[src/rtl/irqagg_pkg.sv]
`timescale 1ns/1ps
package irqagg_pkg;

  // Kind of register an address selects
  typedef enum logic [2:0] {
    RK_PIPE = 3'd0,
    RK_ISR  = 3'd1,
    RK_IIR  = 3'd2,
    RK_IMR  = 3'd3,
    RK_NONE = 3'd4
  } reg_kind_e;

  // Address map: pipes first, then summary, identity, mask
  function automatic reg_kind_e classify(input int unsigned addr, input int unsigned npipes);
    if (addr < npipes)          return RK_PIPE;
    else if (addr == npipes)    return RK_ISR;
    else if (addr == npipes + 1) return RK_IIR;
    else if (addr == npipes + 2) return RK_IMR;
    else                        return RK_NONE;
  endfunction

endpackage

[src/rtl/irq_pipe_status.sv]
`timescale 1ns/1ps
module irq_pipe_status #(
  parameter int EVT_W = 8
) (
  input  logic               clk,
  input  logic               rst_n,
  input  logic               wr_hit_i,
  input  logic [2*EVT_W-1:0] wr_data_i,
  input  logic [EVT_W-1:0]   evt_i,
  output logic [EVT_W-1:0]   stat_o,
  output logic [EVT_W-1:0]   en_o,
  output logic               isr_o
);

  localparam int DW = 2 * EVT_W;

  // Sticky status: clear by write-one, new event wins
  function automatic logic [EVT_W-1:0] next_status(input logic [EVT_W-1:0] cur,
                                                   input logic [EVT_W-1:0] w1c,
                                                   input logic [EVT_W-1:0] evt);
    return (cur & ~w1c) | evt;
  endfunction

  // Reduction of enabled events to one live bit
  function automatic logic armed(input logic [EVT_W-1:0] stat, input logic [EVT_W-1:0] en);
    return |(stat & en);
  endfunction

  logic [EVT_W-1:0] stat_q;
  logic [EVT_W-1:0] en_q;
  logic [EVT_W-1:0] w1c_w;
  logic [EVT_W-1:0] en_wr_w;

  assign w1c_w   = wr_hit_i ? wr_data_i[EVT_W-1:0] : '0;
  assign en_wr_w = wr_data_i[DW-1:EVT_W];

  always_ff @(posedge clk or negedge rst_n) begin
    if (!rst_n) begin
      stat_q <= '0;
      en_q   <= '0;
    end else begin
      stat_q <= next_status(stat_q, w1c_w, evt_i);
      if (wr_hit_i) en_q <= en_wr_w;
    end
  end

  assign stat_o = stat_q;
  assign en_o   = en_q;
  assign isr_o  = armed(stat_q, en_q);


  evt_sets_chk: assert property (@(posedge clk) disable iff (!rst_n)
    (|evt_i) |=> ((stat_o & $past(evt_i)) == $past(evt_i)));


  sticky_hold_chk: assert property (@(posedge clk) disable iff (!rst_n)
    !wr_hit_i |=> ((stat_o & $past(stat_o)) == $past(stat_o)));


  en_load_chk: assert property (@(posedge clk) disable iff (!rst_n)
    wr_hit_i |=> (en_o == $past(wr_data_i[DW-1:EVT_W])));


  w1c_clear_chk: assert property (@(posedge clk) disable iff (!rst_n)
    wr_hit_i |=> ((stat_o & $past(wr_data_i[EVT_W-1:0] & ~evt_i)) == '0));


  isr_drop_chk: assert property (@(posedge clk) disable iff (!rst_n)
    (wr_hit_i && (wr_data_i[DW-1:EVT_W] == '0)) |=> !isr_o);

endmodule

[src/rtl/irq_identity.sv]
`timescale 1ns/1ps
module irq_identity #(
  parameter int NUM_PIPES = 2,
  parameter bit EDGE_MODE = 1'b1
) (
  input  logic                 clk,
  input  logic                 rst_n,
  input  logic [NUM_PIPES-1:0] isr_i,
  input  logic [NUM_PIPES-1:0] clr_i,
  output logic [NUM_PIPES-1:0] iir_o,
  output logic [NUM_PIPES-1:0] set_o
);

  // Latch update: set takes priority over write-one clear
  function automatic logic [NUM_PIPES-1:0] next_iir(input logic [NUM_PIPES-1:0] cur,
                                                    input logic [NUM_PIPES-1:0] clr,
                                                    input logic [NUM_PIPES-1:0] set);
    return (cur & ~clr) | set;
  endfunction

  logic [NUM_PIPES-1:0] iir_q;
  logic [NUM_PIPES-1:0] set_w;

  generate
    if (EDGE_MODE) begin : g_edge
      logic [NUM_PIPES-1:0] hist_q;

      always_ff @(posedge clk or negedge rst_n) begin
        if (!rst_n) hist_q <= '0;
        else        hist_q <= isr_i;
      end

      assign set_w = isr_i & ~hist_q;


      held_no_reset_chk: assert property (@(posedge clk) disable iff (!rst_n)
        (|(isr_i & hist_q & clr_i)) |=> ((iir_q & $past(isr_i & hist_q & clr_i)) == '0));


      rise_sets_chk: assert property (@(posedge clk) disable iff (!rst_n)
        (|(isr_i & ~hist_q)) |=> ((iir_q & $past(isr_i & ~hist_q)) == $past(isr_i & ~hist_q)));
    end else begin : g_level
      assign set_w = isr_i;


      level_follow_chk: assert property (@(posedge clk) disable iff (!rst_n)
        (|isr_i) |=> ((iir_q & $past(isr_i)) == $past(isr_i)));
    end
  endgenerate

  always_ff @(posedge clk or negedge rst_n) begin
    if (!rst_n) iir_q <= '0;
    else        iir_q <= next_iir(iir_q, clr_i, set_w);
  end

  assign iir_o = iir_q;
  assign set_o = set_w;


  set_wins_chk: assert property (@(posedge clk) disable iff (!rst_n)
    (|(set_o & clr_i)) |=> ((iir_o & $past(set_o & clr_i)) == $past(set_o & clr_i)));


  w1c_iir_chk: assert property (@(posedge clk) disable iff (!rst_n)
    (|(clr_i & ~set_o)) |=> ((iir_o & $past(clr_i & ~set_o)) == '0));

endmodule

[src/rtl/irq_mask_out.sv]
`timescale 1ns/1ps
module irq_mask_out #(
  parameter int NUM_PIPES = 2
) (
  input  logic                 clk,
  input  logic                 rst_n,
  input  logic                 wr_hit_i,
  input  logic [NUM_PIPES-1:0] wr_data_i,
  input  logic [NUM_PIPES-1:0] iir_i,
  output logic [NUM_PIPES-1:0] imr_o,
  output logic                 irq_o
);

  // One in the mask blocks the matching identity bit
  function automatic logic gate_irq(input logic [NUM_PIPES-1:0] iir,
                                    input logic [NUM_PIPES-1:0] imr);
    return |(iir & ~imr);
  endfunction

  logic [NUM_PIPES-1:0] imr_q;

  always_ff @(posedge clk or negedge rst_n) begin
    if (!rst_n)        imr_q <= '0;
    else if (wr_hit_i) imr_q <= wr_data_i;
  end

  assign imr_o = imr_q;
  assign irq_o = gate_irq(iir_i, imr_q);


  mask_load_chk: assert property (@(posedge clk) disable iff (!rst_n)
    wr_hit_i |=> (imr_o == $past(wr_data_i)));


  all_masked_chk: assert property (@(posedge clk) disable iff (!rst_n)
    (&imr_o) |-> !irq_o);


  idle_quiet_chk: assert property (@(posedge clk) disable iff (!rst_n)
    (iir_i == '0) |-> !irq_o);

endmodule

[src/rtl/pipe_irq_aggregator.sv]
`timescale 1ns/1ps
module pipe_irq_aggregator
  import irqagg_pkg::*;
#(
  parameter int NUM_PIPES = 2,
  parameter int EVT_W     = 8,
  parameter int ADDR_W    = 3,
  parameter bit EDGE_MODE = 1'b1
) (
  input  logic                       clk,
  input  logic                       rst_n,
  input  logic [NUM_PIPES*EVT_W-1:0] evt_i,
  input  logic                       wr_en_i,
  input  logic [ADDR_W-1:0]          wr_addr_i,
  input  logic [2*EVT_W-1:0]         wr_data_i,
  input  logic [ADDR_W-1:0]          rd_addr_i,
  output logic [2*EVT_W-1:0]         rd_data_o,
  output logic                       irq_o
);

  localparam int DW   = 2 * EVT_W;
  localparam int ZPAD = DW - NUM_PIPES;

  reg_kind_e wr_kind_w;
  reg_kind_e rd_kind_w;

  logic [EVT_W-1:0]     stat_arr [NUM_PIPES];
  logic [EVT_W-1:0]     en_arr   [NUM_PIPES];
  logic [NUM_PIPES-1:0] pipe_hit_w;
  logic [NUM_PIPES-1:0] isr_w;
  logic [NUM_PIPES-1:0] iir_w;
  logic [NUM_PIPES-1:0] iir_clr_w;
  logic [NUM_PIPES-1:0] iir_set_w;
  logic [NUM_PIPES-1:0] imr_w;
  logic                 imr_hit_w;

  assign wr_kind_w = classify(32'(wr_addr_i), NUM_PIPES);
  assign rd_kind_w = classify(32'(rd_addr_i), NUM_PIPES);

  assign iir_clr_w = (wr_en_i && wr_kind_w == RK_IIR) ? wr_data_i[NUM_PIPES-1:0] : '0;
  assign imr_hit_w = wr_en_i && (wr_kind_w == RK_IMR);

  generate
    for (genvar p = 0; p < NUM_PIPES; p++) begin : g_pipe
      assign pipe_hit_w[p] = wr_en_i && (wr_addr_i == ADDR_W'(p));

      irq_pipe_status #(
        .EVT_W (EVT_W)
      ) u_stat (
        .clk       (clk),
        .rst_n     (rst_n),
        .wr_hit_i  (pipe_hit_w[p]),
        .wr_data_i (wr_data_i),
        .evt_i     (evt_i[p*EVT_W +: EVT_W]),
        .stat_o    (stat_arr[p]),
        .en_o      (en_arr[p]),
        .isr_o     (isr_w[p])
      );
    end
  endgenerate

  irq_identity #(
    .NUM_PIPES (NUM_PIPES),
    .EDGE_MODE (EDGE_MODE)
  ) u_iir (
    .clk   (clk),
    .rst_n (rst_n),
    .isr_i (isr_w),
    .clr_i (iir_clr_w),
    .iir_o (iir_w),
    .set_o (iir_set_w)
  );

  irq_mask_out #(
    .NUM_PIPES (NUM_PIPES)
  ) u_mask (
    .clk       (clk),
    .rst_n     (rst_n),
    .wr_hit_i  (imr_hit_w),
    .wr_data_i (wr_data_i[NUM_PIPES-1:0]),
    .iir_i     (iir_w),
    .imr_o     (imr_w),
    .irq_o     (irq_o)
  );

  always_comb begin
    rd_data_o = '0;
    unique case (rd_kind_w)
      RK_PIPE: begin
        for (int p = 0; p < NUM_PIPES; p++) begin
          if (rd_addr_i == ADDR_W'(p)) rd_data_o = {en_arr[p], stat_arr[p]};
        end
      end
      RK_ISR:  rd_data_o = {{ZPAD{1'b0}}, isr_w};
      RK_IIR:  rd_data_o = {{ZPAD{1'b0}}, iir_w};
      RK_IMR:  rd_data_o = {{ZPAD{1'b0}}, imr_w};
      default: rd_data_o = '0;
    endcase
  end


  iir_set_source_chk: assert property (@(posedge clk) disable iff (!rst_n)
    (|iir_set_w) |-> ((iir_set_w & ~isr_w) == '0));

endmodule

[config.mk]
export PLATFORM = sky130hd
export DESIGN_NAME = pipe_irq_aggregator
export DESIGN_NICKNAME = d
export VERILOG_FILES = /design/src/rtl/irqagg_pkg.sv /design/src/rtl/irq_pipe_status.sv /design/src/rtl/irq_identity.sv /design/src/rtl/irq_mask_out.sv /design/src/rtl/pipe_irq_aggregator.sv
export SDC_FILE = /design/constraint.sdc
export NUM_CORES = 1
export LEC_CHECK = 0
export ABC_AREA = 1
export BUFFER_PORTS_ARGS = -buffer_cell sky130_fd_sc_hd__clkbuf_2
export CORE_MARGIN = 5
export CORE_UTILIZATION = 55
export CTS_CLUSTER_DIAMETER = 60
export DETAILED_ROUTE_END_ITERATION = 10
export PLACE_DENSITY_LB_ADDON = 0.08
export SLEW_MARGIN = 30
export SYNTH_ARGS = -nofsm -noshare
export SYNTH_HDL_FRONTEND = slang
export SYNTH_SLANG_ARGS = --single-unit
[constraint.sdc]
create_clock -name clk -period 2.3 [get_ports clk]
set_input_delay 0.115 -clock clk [delete_from_list [all_inputs] [get_ports clk]]
set_output_delay 0.115 -clock clk [all_outputs]
set_load 0.02 [all_outputs]
# [After elaboration in Yosys (flattened, before gate mapping)]
# Index checks and enable logic that the tools add are counted.
[op_classes] n_lt_le_gt_ge=2 eq_ne=13 n_mux=14 bitwise=15 reduce_logical=10
[op_table] operator="16-bit case mux with 4 select lines" count=1
[op_table] operator="8-bit bitwise AND" count=4
[op_table] operator="16-bit 2-to-1 mux" count=2
[op_table] operator="3-bit by 2-bit == test with 1-bit output (second input constant)" count=8
[op_table] operator="3-bit 2-to-1 mux" count=8
[op_table] operator="8-bit 2-to-1 mux" count=2
[op_table] operator="8-bit inverter" count=2
[op_table] operator="8-bit bitwise OR" count=2
[op_table] operator="8-bit OR reduction" count=2
[op_table] operator="3-bit by 1-bit == test with 1-bit output (second input constant)" count=3
[op_table] operator="3-bit logical NOT" count=3
[op_table] operator="2-bit bitwise AND" count=3
[op_table] operator="3-bit == test (second input constant)" count=2
[op_table] operator="3-bit by 2-bit < comparator with 1-bit output (second input constant)" count=2
[op_table] operator="2-bit inverter" count=3
[op_table] operator="1-bit logical AND" count=4
[op_table] operator="2-bit 2-to-1 mux" count=1
[op_table] operator="2-bit bitwise OR" count=1
[op_table] operator="2-bit OR reduction" count=1
[totals] reg_bits=38 in_bits=41

# [Logic depth before layout (Yosys ltp)]
# Gate-level depths: netlist of run 1.
[logic_depth] depth_word=11 mapped_depth=6 mapped_depth_nobuf=6

# [Hierarchy]
# Synthesis of run 1 repeated with hierarchy kept, for this count alone.
[unflattened] cells_unflattened=264 hier_area_um2=2013.2
[modules_own_cells] mod="irq_pipe_status" n_inst=2 cells_each=73 area_each_um2=665.6 seq_area_each_um2=400.4
[modules_own_cells] mod="pipe_irq_aggregator" n_inst=1 cells_each=88 area_each_um2=441.7 seq_area_each_um2=0.0
[modules_own_cells] mod="irq_identity" n_inst=1 cells_each=16 area_each_um2=145.1 seq_area_each_um2=100.1
[modules_own_cells] mod="irq_mask_out" n_inst=1 cells_each=14 area_each_um2=95.1 seq_area_each_um2=50.0

# [Worst setup path before layout of run 1]
# OpenSTA, ideal clock, no wires.
[synth_timing] path_kind="register -> output" from="reg g_pipe[0].u_stat.en_q[4]" to="out rd_data_o[0]" arrival_time_ns=0.814 required_ns=2.185 slack_ns=1.371 stages_incl_launch_ff=7 n_path_buf=0 path_cell_list="dfrtp_1 > nand2_1 > nand2_1 > nor2_1 > nand2_1 > nand2_1 > nand2_1"
[synth_via] elab_chain_len=3
[synth_rtl] element="from (decl)" line_no="irq_pipe_status.sv:30" source="logic [EVT_W-1:0] en_q;"
[synth_rtl] element="from (signal assigned)" line_no="irq_pipe_status.sv:43" source="if (wr_hit_i) en_q <= en_wr_w;"
[synth_rtl] element="8-bit bitwise AND" line_no="irq_pipe_status.sv:26" source="return |(stat & en);"
[synth_rtl] element="8-bit OR reduction" line_no="irq_pipe_status.sv:26"
[synth_rtl] element="named net g_pipe[0].u_stat.isr_o" line_no="irq_pipe_status.sv:12" source="output logic isr_o"
[synth_rtl] element="16-bit case mux with 4 select lines" line_no="pipe_irq_aggregator.sv:88" source="unique case (rd_kind_w)"
[synth_rtl] element="to (decl)" line_no="pipe_irq_aggregator.sv:17" source="output logic [2*EVT_W-1:0] rd_data_o,"
# The timed path passes the listed nets, and every way through them passes these cells.

# [Worst setup path after layout of run 1]
[layout_timing] from="reg g_pipe[1].u_stat.stat_q[5]" to="out rd_data_o[1]"
[layout_via] elab_chain_len=3
[layout_rtl] element="from (decl)" line_no="irq_pipe_status.sv:29" source="logic [EVT_W-1:0] stat_q;"
[layout_rtl] element="from (signal assigned)" line_no="irq_pipe_status.sv:42" source="stat_q <= next_status(stat_q, w1c_w, evt_i);"
[layout_rtl] element="8-bit bitwise AND" line_no="irq_pipe_status.sv:26"
[layout_rtl] element="8-bit OR reduction" line_no="irq_pipe_status.sv:26"
[layout_rtl] element="named net g_pipe[1].u_stat.isr_o" line_no="irq_pipe_status.sv:12"
[layout_rtl] element="16-bit case mux with 4 select lines" line_no="pipe_irq_aggregator.sv:88"
# The timed path passes the listed nets, and every way through them passes these cells.

==> flow_summary_export.csv, run 1 <==
group,metric,value,unit
routing,wirelength,4935,um
sta,tightest_slew,0.4786,ns
sta,setup_tns,0,ns
critical_path,r2r_slack,1.28,ns
placement,port-buffer-count,57,
synthesis,synth_cell_types,19,
clocking,insertion_delay,0.29,ns
power,swShare,31.84,%
critical_path,path_delay_family,"simple AND/OR/NAND/NOR gates",
critical_path,r2r-end,"u_iir.iir_o[1]$_DFF_PN0_",
die,pin_count,58,
final_layout,fin_area,0.002479,sq mm
clocking,ctsResizeCount,0,
synthesis,synth-seq-cells,38,
synthesis,postSynthCellCount,259,
power,p_total,1.688,mW
routing,ant_nets,0,
final_layout,final_util,67.70,%
clocking,hold_buffers,3,
final_layout,fin_nets,359,
clocking,cts_buffer_depth,2,
power,pwr-share-clk,27.6,%
power,power_density,681.1,mW/mm^2
critical_path,critPathRequiredTime,2.18,ns
sta,skew,0.003922,ns
synthesis,yosys.area.top_type,"dfrtp_1",
routing,drtPass1Iterations,4,
sta,slew_headroom,68.09,%
global_routing,grt_pass1_wl,8300,um
critical_path,path_max_fanout,3,
global_routing,grt_overflow,0,
final_layout,n_fill_cell,335,
global_routing,antenna_found_initial,0,
die,dieArea,0.005089,sq mm
critical_path,critPathKind,"reg2out",
sta,setup-violations-final,0,
sta,slew_viol_final,0,
global_routing,grt_start_max_net_pins,39,
power,pwr-share-seq,49.2,%
die,fp.dieH,71.34,um
clocking,tritoncts.num_buffers,5,
sta,hold_viol,0,
die,floorplan.initialDensity,56.53,%
die,num_rows,22,
hold_path,holdCritPathClass,"in2reg",
critical_path,cp.arrival,1.37,ns
clocking,clkTransAtPathRegs,0.07,ns
synthesis,yosysSeqAreaShare,45.95,%
critical_path,critPathCapture,"rd_data_o[1]",
die,die_w,71.34,um
critical_path,path_common_cell,"nand2_1",
placement,hpwl,3695,um
critical_path,worst-path-stages,7,
critical_path,crit_slowest_cell,"dfrtp_1",
power,pwr-share-comb,23.3,%
power,power.leakage,1.355,nW
critical_path,path_cells,"nand2_1, nand2_1, nor2_1, nand2_1, nand2_1, nand2_1, clkbuf_2",
synthesis,syn_area,0.002069,sq mm
sta,rsz0062_at_grt,"no",
synthesis,yosysTopAreaCellShare,45.95,%
critical_path,slowest_delay,0.41,ns
critical_path,startpoint,"g_pipe[1].u_stat.stat_o[5]$_DFF_PN0_",
synthesis,postSynthAreaPerCell,7.990,sq um
final_layout,drive_gt1_share,27.90,%
clocking,clockRootBuffer,"clkbuf_8",
clocking,cts_htree_levels,2,
routing,vias_per_cell,5.196,
synthesis,synth_nets,300,
power,irDropWorstVdd,0.4303,mV
global_routing,grt_use_total,20.92,%
power,switching_power,537.5,uW
job,cap_viol_max_count,0,
routing,initialDrtViolationCount,114,
critical_path,cp_num_buf_inv,1,
placement,place.gp.congestion,0.8376,
placement,placed_area,0.002345,sq mm
final_layout,stdcell_count,367,
sta,min_period_over_period,64.41,%
routing,vias,1907,
routing,drc,0,
die,core_area,0.003661,sq mm
synthesis,netlist_top_cells_area,"dfrtp_1, nand2_1, nand3_1",
power,intPower,1.151,mW
critical_path,reg2reg_from,"g_pipe[1].u_stat.stat_o[5]$_DFF_PN0_",
placement,place_inst,355,
critical_path,reg2reg_depth,6,
global_routing,grt_pass1_vias,1871,
critical_path,crit_path_end_kind,"primary output",
final_layout,syn_to_final_growth,19.77,%
final_layout,antenna_cells,0,
clocking,clock_sinks,38,
clocking,tritoncts,"built",
run_status,status,"complete, no violations",
sta,fmax,675.1,MHz
clocking,cts_setup_buffers,0,
synthesis,yosysWarnings,0,
critical_path,startpoint_type,"flop",
sta,period_minus_slack,1.481,ns
routing,wire_per_inst,13.45,um
-- worst min-delay path by stage --
stage | from | end | slack [ns] | cells after the start
after global placement | rst_n | g_pipe[1].u_stat.stat_o[1]$_DFF_PN0_ | 0.30 | 1
final | evt_i[9] | g_pipe[1].u_stat.stat_o[1]$_DFF_PN0_ | 0.003 | 3
after global routing | evt_i[9] | g_pipe[1].u_stat.stat_o[1]$_DFF_PN0_ | 0.004 | 3
after detailed placement | rst_n | g_pipe[1].u_stat.stat_o[1]$_DFF_PN0_ | 0.30 | 1
after CTS | evt_i[9] | g_pipe[1].u_stat.stat_o[1]$_DFF_PN0_ | 0.0002 | 3
after floorplan | rst_n | g_pipe[0].u_stat.en_o[0]$_DFFE_PN0N_ | -0.18 | 0
-- final cells by class --
type	count	area (sq um)	area share [%]
sequential	38	950.9	38.36
clock inverter	1	5.005	0.2019
tap	48	60.06	2.423
clock buffer	7	86.33	3.483
multi-input combinational	184	943.4	38.06
timing repair buffer	61	327.8	13.23
inverter	28	105.1	4.240
-- through the flow --
stage,hold slack [ns],worst slack (ns)
floorplan,-0.1806,1.371
global placement,0.2951,1.001
detailed placement,0.2983,0.9575
CTS,0.0002250,0.8237
global route,0.003883,0.7070
finish,0.003105,0.8187
-- synth_stat cells --
cell	count
inv_2	3
nor2_4	3
buf_6	2
nand3_4	1
nor2_1	7
nor2_8	1
a21o_1	6
o21ai_0	4
o22ai_1	1
o21ai_2	16
buf_2	2
nand2_1	90
nand3_1	41
nand2_4	1
inv_1	25
buf_4	5
nand4_1	12
nor3_1	1
dfrtp_1	38
-- tightest hold or removal path: cells and delay by family --
family	cells	cell delay, ns
buffers and inverters	2	0.10
and+or+nand+nor	1	0.05
-- layout by cell type (no fill, tap or decap), drive strengths merged --
cell and instances:
nor2 11, inv 28, nor3 1, dlygate4sd3 4, a21o 6, nand2 91, clkinv 1, o22ai 1
nand4 12, buf 1, clkbuf 63, dfrtp 38, nand3 42, o21ai 20
-- flip-flops by register name, indices dropped and copies added (netlist names) --
name                  cells
u_iir.g_edge.hist_q       2
g_pipe.u_stat.stat_o     16
g_pipe.u_stat.en_o       16
u_mask.imr_o              2
u_iir.iir_o               2
-- routing by layer --
layer	global-route usage [%]	part of all wire, %
met2	34.59	50
met5	0	0
met4	9.395	2.5
met3	6.732	6.1
met1	24.80	41
-- cells by family after synthesis --
group	synth area share, %
compound gates	10.22
buf+inv	8.464
flops	45.95
simple gates	35.37
-- power groups by stage --
stage,clock network (mW),logic [mW],registers [mW]
final,0.465,0.393,0.830
after global routing,0.512,0.442,0.839
after CTS,0.476,0.396,0.828
after detailed placement,0,0.391,0.840
after global placement,0,0.380,0.839
after floorplan,0,0.274,0.816
Note: power is estimated with default switching activity, not from simulation.
==> run 2: changes to the inputs <==
--- a/config.mk
+++ b/config.mk
@@ -8,7 +8,7 @@
 export ABC_AREA = 1
 export BUFFER_PORTS_ARGS = -buffer_cell sky130_fd_sc_hd__clkbuf_2
 export CORE_MARGIN = 5
-export CORE_UTILIZATION = 55
+export CORE_UTILIZATION = 47
 export CTS_CLUSTER_DIAMETER = 60
 export DETAILED_ROUTE_END_ITERATION = 10
 export PLACE_DENSITY_LB_ADDON = 0.08
==> constraint.sdc (replaced) <==
create_clock -name clk -period 1.2 [get_ports clk]
set_input_delay 0.06 -clock clk [delete_from_list [all_inputs] [get_ports clk]]
set_output_delay 0.06 -clock clk [all_outputs]
set_load 0.02 [all_outputs]
==> run 2 against run 1 <==
  * The flow now finishes with violations (negative setup slack)
  * Hold slack gained 0.034 ns
  * Die area increased by 15%
  * Global-route usage fell by 0.18 points
  * Worst setup slack worse by 0.97 ns
  * Final area is 17% higher
  * First-iteration DRC count is 7.0% higher
  * Highest routed layer unchanged
  * Combinational power is 150% higher
  * Critical path depth stayed put
  * Critical endpoint is now rd_data_o[0]
  * Non-clock buffer count is 37 higher
==> flow_summary_export.csv, run 2 (synthesized netlist as in run 1, its figures left out) <==
group,metric,value,unit
run_status,status,"finished with violations",
run_status,violations,"negative setup slack",
clocking,tritoncts.num_buffers,5,
routing,drtPass1Iterations,4,
critical_path,r2r_slack,0.13,ns
routing,drc,0,
final_layout,fin_area,0.002889,sq mm
hold_path,hold_end,"g_pipe[0].u_stat.en_o[7]$_DFFE_PN0N_",
critical_path,reg2reg_depth,7,
hold_path,hold_depth,3,
placement,hpwl,4110,um
routing,vias,2048,
power,irDropWorstVdd,0.6384,mV
global_routing,grt_pass1_vias,2171,
sta,skew,0.004919,ns
final_layout,final_common_cell,"nand2_1",
routing,vias_per_cell,5.032,
die,die_w,76.36,um
placement,place_inst,370,
die,pin_count,58,
final_layout,fin_nets,396,
die,fp.dieH,76.36,um
critical_path,path_common_cell,"nand2_1",
final_layout,most-common-layout-cells,"nand2_1, clkbuf_2, nand3_1, dfrtp_1, inv_1",
clocking,cts_buffer_depth,2,
die,dieArea,0.005830,sq mm
power,power.leakage,1.539,nW
critical_path,slowest_delay,0.41,ns
placement,placed_area,0.002457,sq mm
critical_path,cp.arrival,1.29,ns
critical_path,critPathKind,"reg2out",
critical_path,crit_path_end_kind,"primary output",
global_routing,grt_overflow,0,
critical_path,path_max_fanout,3,
critical_path,critPathRequiredTime,1.14,ns
sta,worst_slack,-0.1520,ns
global_routing,grt_use_total,20.74,%
sta,period_minus_slack,1.352,ns
die,floorplan.initialDensity,47.86,%
critical_path,cp_num_buf_inv,1,
hold_path,holdCritPathClass,"in2reg",
power,power_density,1165,mW/mm^2
sta,setup-violations-final,3,
sta,hold_viol,0,
routing,initialDrtViolationCount,122,
routing,wirelength,5737,um
power,p_total,3.367,mW
final_layout,drive_gt1_share,33.52,%
clocking,tritoncts,"built",
routing,wire_per_inst,14.10,um
clocking,clock_sinks,38,
die,num_rows,24,
sta,min_period_over_period,112.7,%
sta,tightest_slew,0.4306,ns
clocking,clkTransAtPathRegs,0.07,ns
clocking,cts_htree_levels,2,
die,core_area,0.004324,sq mm
critical_path,path_cells,"nand2_1, nand2_1, nor2_2, nand2_2, nand2_1, nand2_1, buf_6",
critical_path,reg2reg_from,"g_pipe[1].u_stat.stat_o[5]$_DFF_PN0_",
routing,ant_nets,0,
global_routing,antenna_found_initial,0,
hold_path,worstHoldStart,"wr_data_i[15]",
final_layout,antenna_cells,0,
sta,slew_headroom,71.29,%
placement,place.gp.congestion,0.8646,
sta,rsz0062_at_grt,"yes",
clocking,insertion_delay,0.28,ns
sta,slew_viol_final,0,
global_routing,grt_pass1_wl,9791,um
final_layout,syn_to_final_growth,39.60,%
critical_path,r2r-end,"u_iir.iir_o[1]$_DFF_PN0_",
critical_path,crit_slowest_cell,"dfrtp_1",
critical_path,path_delay_family,"simple AND/OR/NAND/NOR gates",
job,cap_viol_max_count,0,
critical_path,startpoint_type,"flop",
global_routing,grt_start_max_net_pins,25,
clocking,clockRootBuffer,"clkbuf_8",
placement,port-buffer-count,57,
final_layout,stdcell_count,407,
sta,fmax,739.7,MHz
==> run 2: final cells by class <==
type | count | area [sq um]
Fill cell | 392 | 1435
Sequential cell | 38 | 950.9
Multi-Input combinational cell | 184 | 970.9
Timing Repair Buffer | 98 | 720.7
Tap cell | 52 | 65.06
Clock buffer | 7 | 76.32
Inverter | 28 | 105.1
==> run 2: worst max-delay path by stage <==
| stage | slack, ns | depth (start not counted) | startpoint | end |
|---|---|---|---|---|
| CTS | -0.16 | 7 | g_pipe[0].u_stat.en_o[3]$_DFFE_PN0N_ | rd_data_o[0] |
| global route | -0.30 | 7 | g_pipe[1].u_stat.stat_o[0]$_DFF_PN0_ | rd_data_o[1] |
| floorplan | 0.33 | 6 | g_pipe[0].u_stat.en_o[4]$_DFFE_PN0N_ | rd_data_o[0] |
| detailed placement | 0.11 | 7 | g_pipe[0].u_stat.en_o[3]$_DFFE_PN0N_ | rd_data_o[0] |
| global placement | 0.12 | 7 | g_pipe[0].u_stat.en_o[3]$_DFFE_PN0N_ | rd_data_o[0] |
| finish | -0.15 | 7 | g_pipe[0].u_stat.stat_o[6]$_DFF_PN0_ | rd_data_o[0] |
==> run 2: worst min-delay path, stage by stage <==
cell and delay, ns:
clkbuf_2 0.08, inv_1 0.09, o21ai_2 0.06
==> run 2: metal layers <==
| metal | vias up | GRT usage [%] | routed length, um |
|---|---|---|---|
| met5 | - | 0 | 0 |
| met4 | 0 | 8.042 | 180 |
| met3 | 16 | 5.083 | 319 |
| met2 | 56 | 35.87 | 2934 |
| met1 | 941 | 24.60 | 2303 |
| li1 | 1035 | - | - |
==> run 2: what timing repair did <==
item	CTS	global route
hold buffers	17	0
endpoints found under the setup margin	2	9
gates resized for setup	3	30
buffers inserted	8	7
pin swaps	1	8
endpoints found under the hold margin	30	0
==> run 2: report_power, final <==
part / leakage (nW) / total [mW] / internal (mW) / switching [mW]
Combinational: 1.09 / 0.980 / 0.454 / 0.527
Sequential: 0.409 / 1.58 / 1.45 / 0.127
Clock: 0.0383 / 0.811 / 0.400 / 0.411
==> run 2: per-stage QoR <==
stage	setup TNS (ns)	hold slack, ns	utilization [%]	setup slack, ns
2_1_floorplan	0	-0.2356	-	0.3257
3_3_place_gp	0	0.02300	56.83	0.1206
3_5_place_dp	0	0.01279	56.83	0.1094
4_1_cts	-0.3001	0.03320	64.18	-0.1619
5_1_grt	-0.7145	0.03652	66.81	-0.2956
6_report	-0.3571	0.03677	66.81	-0.1520
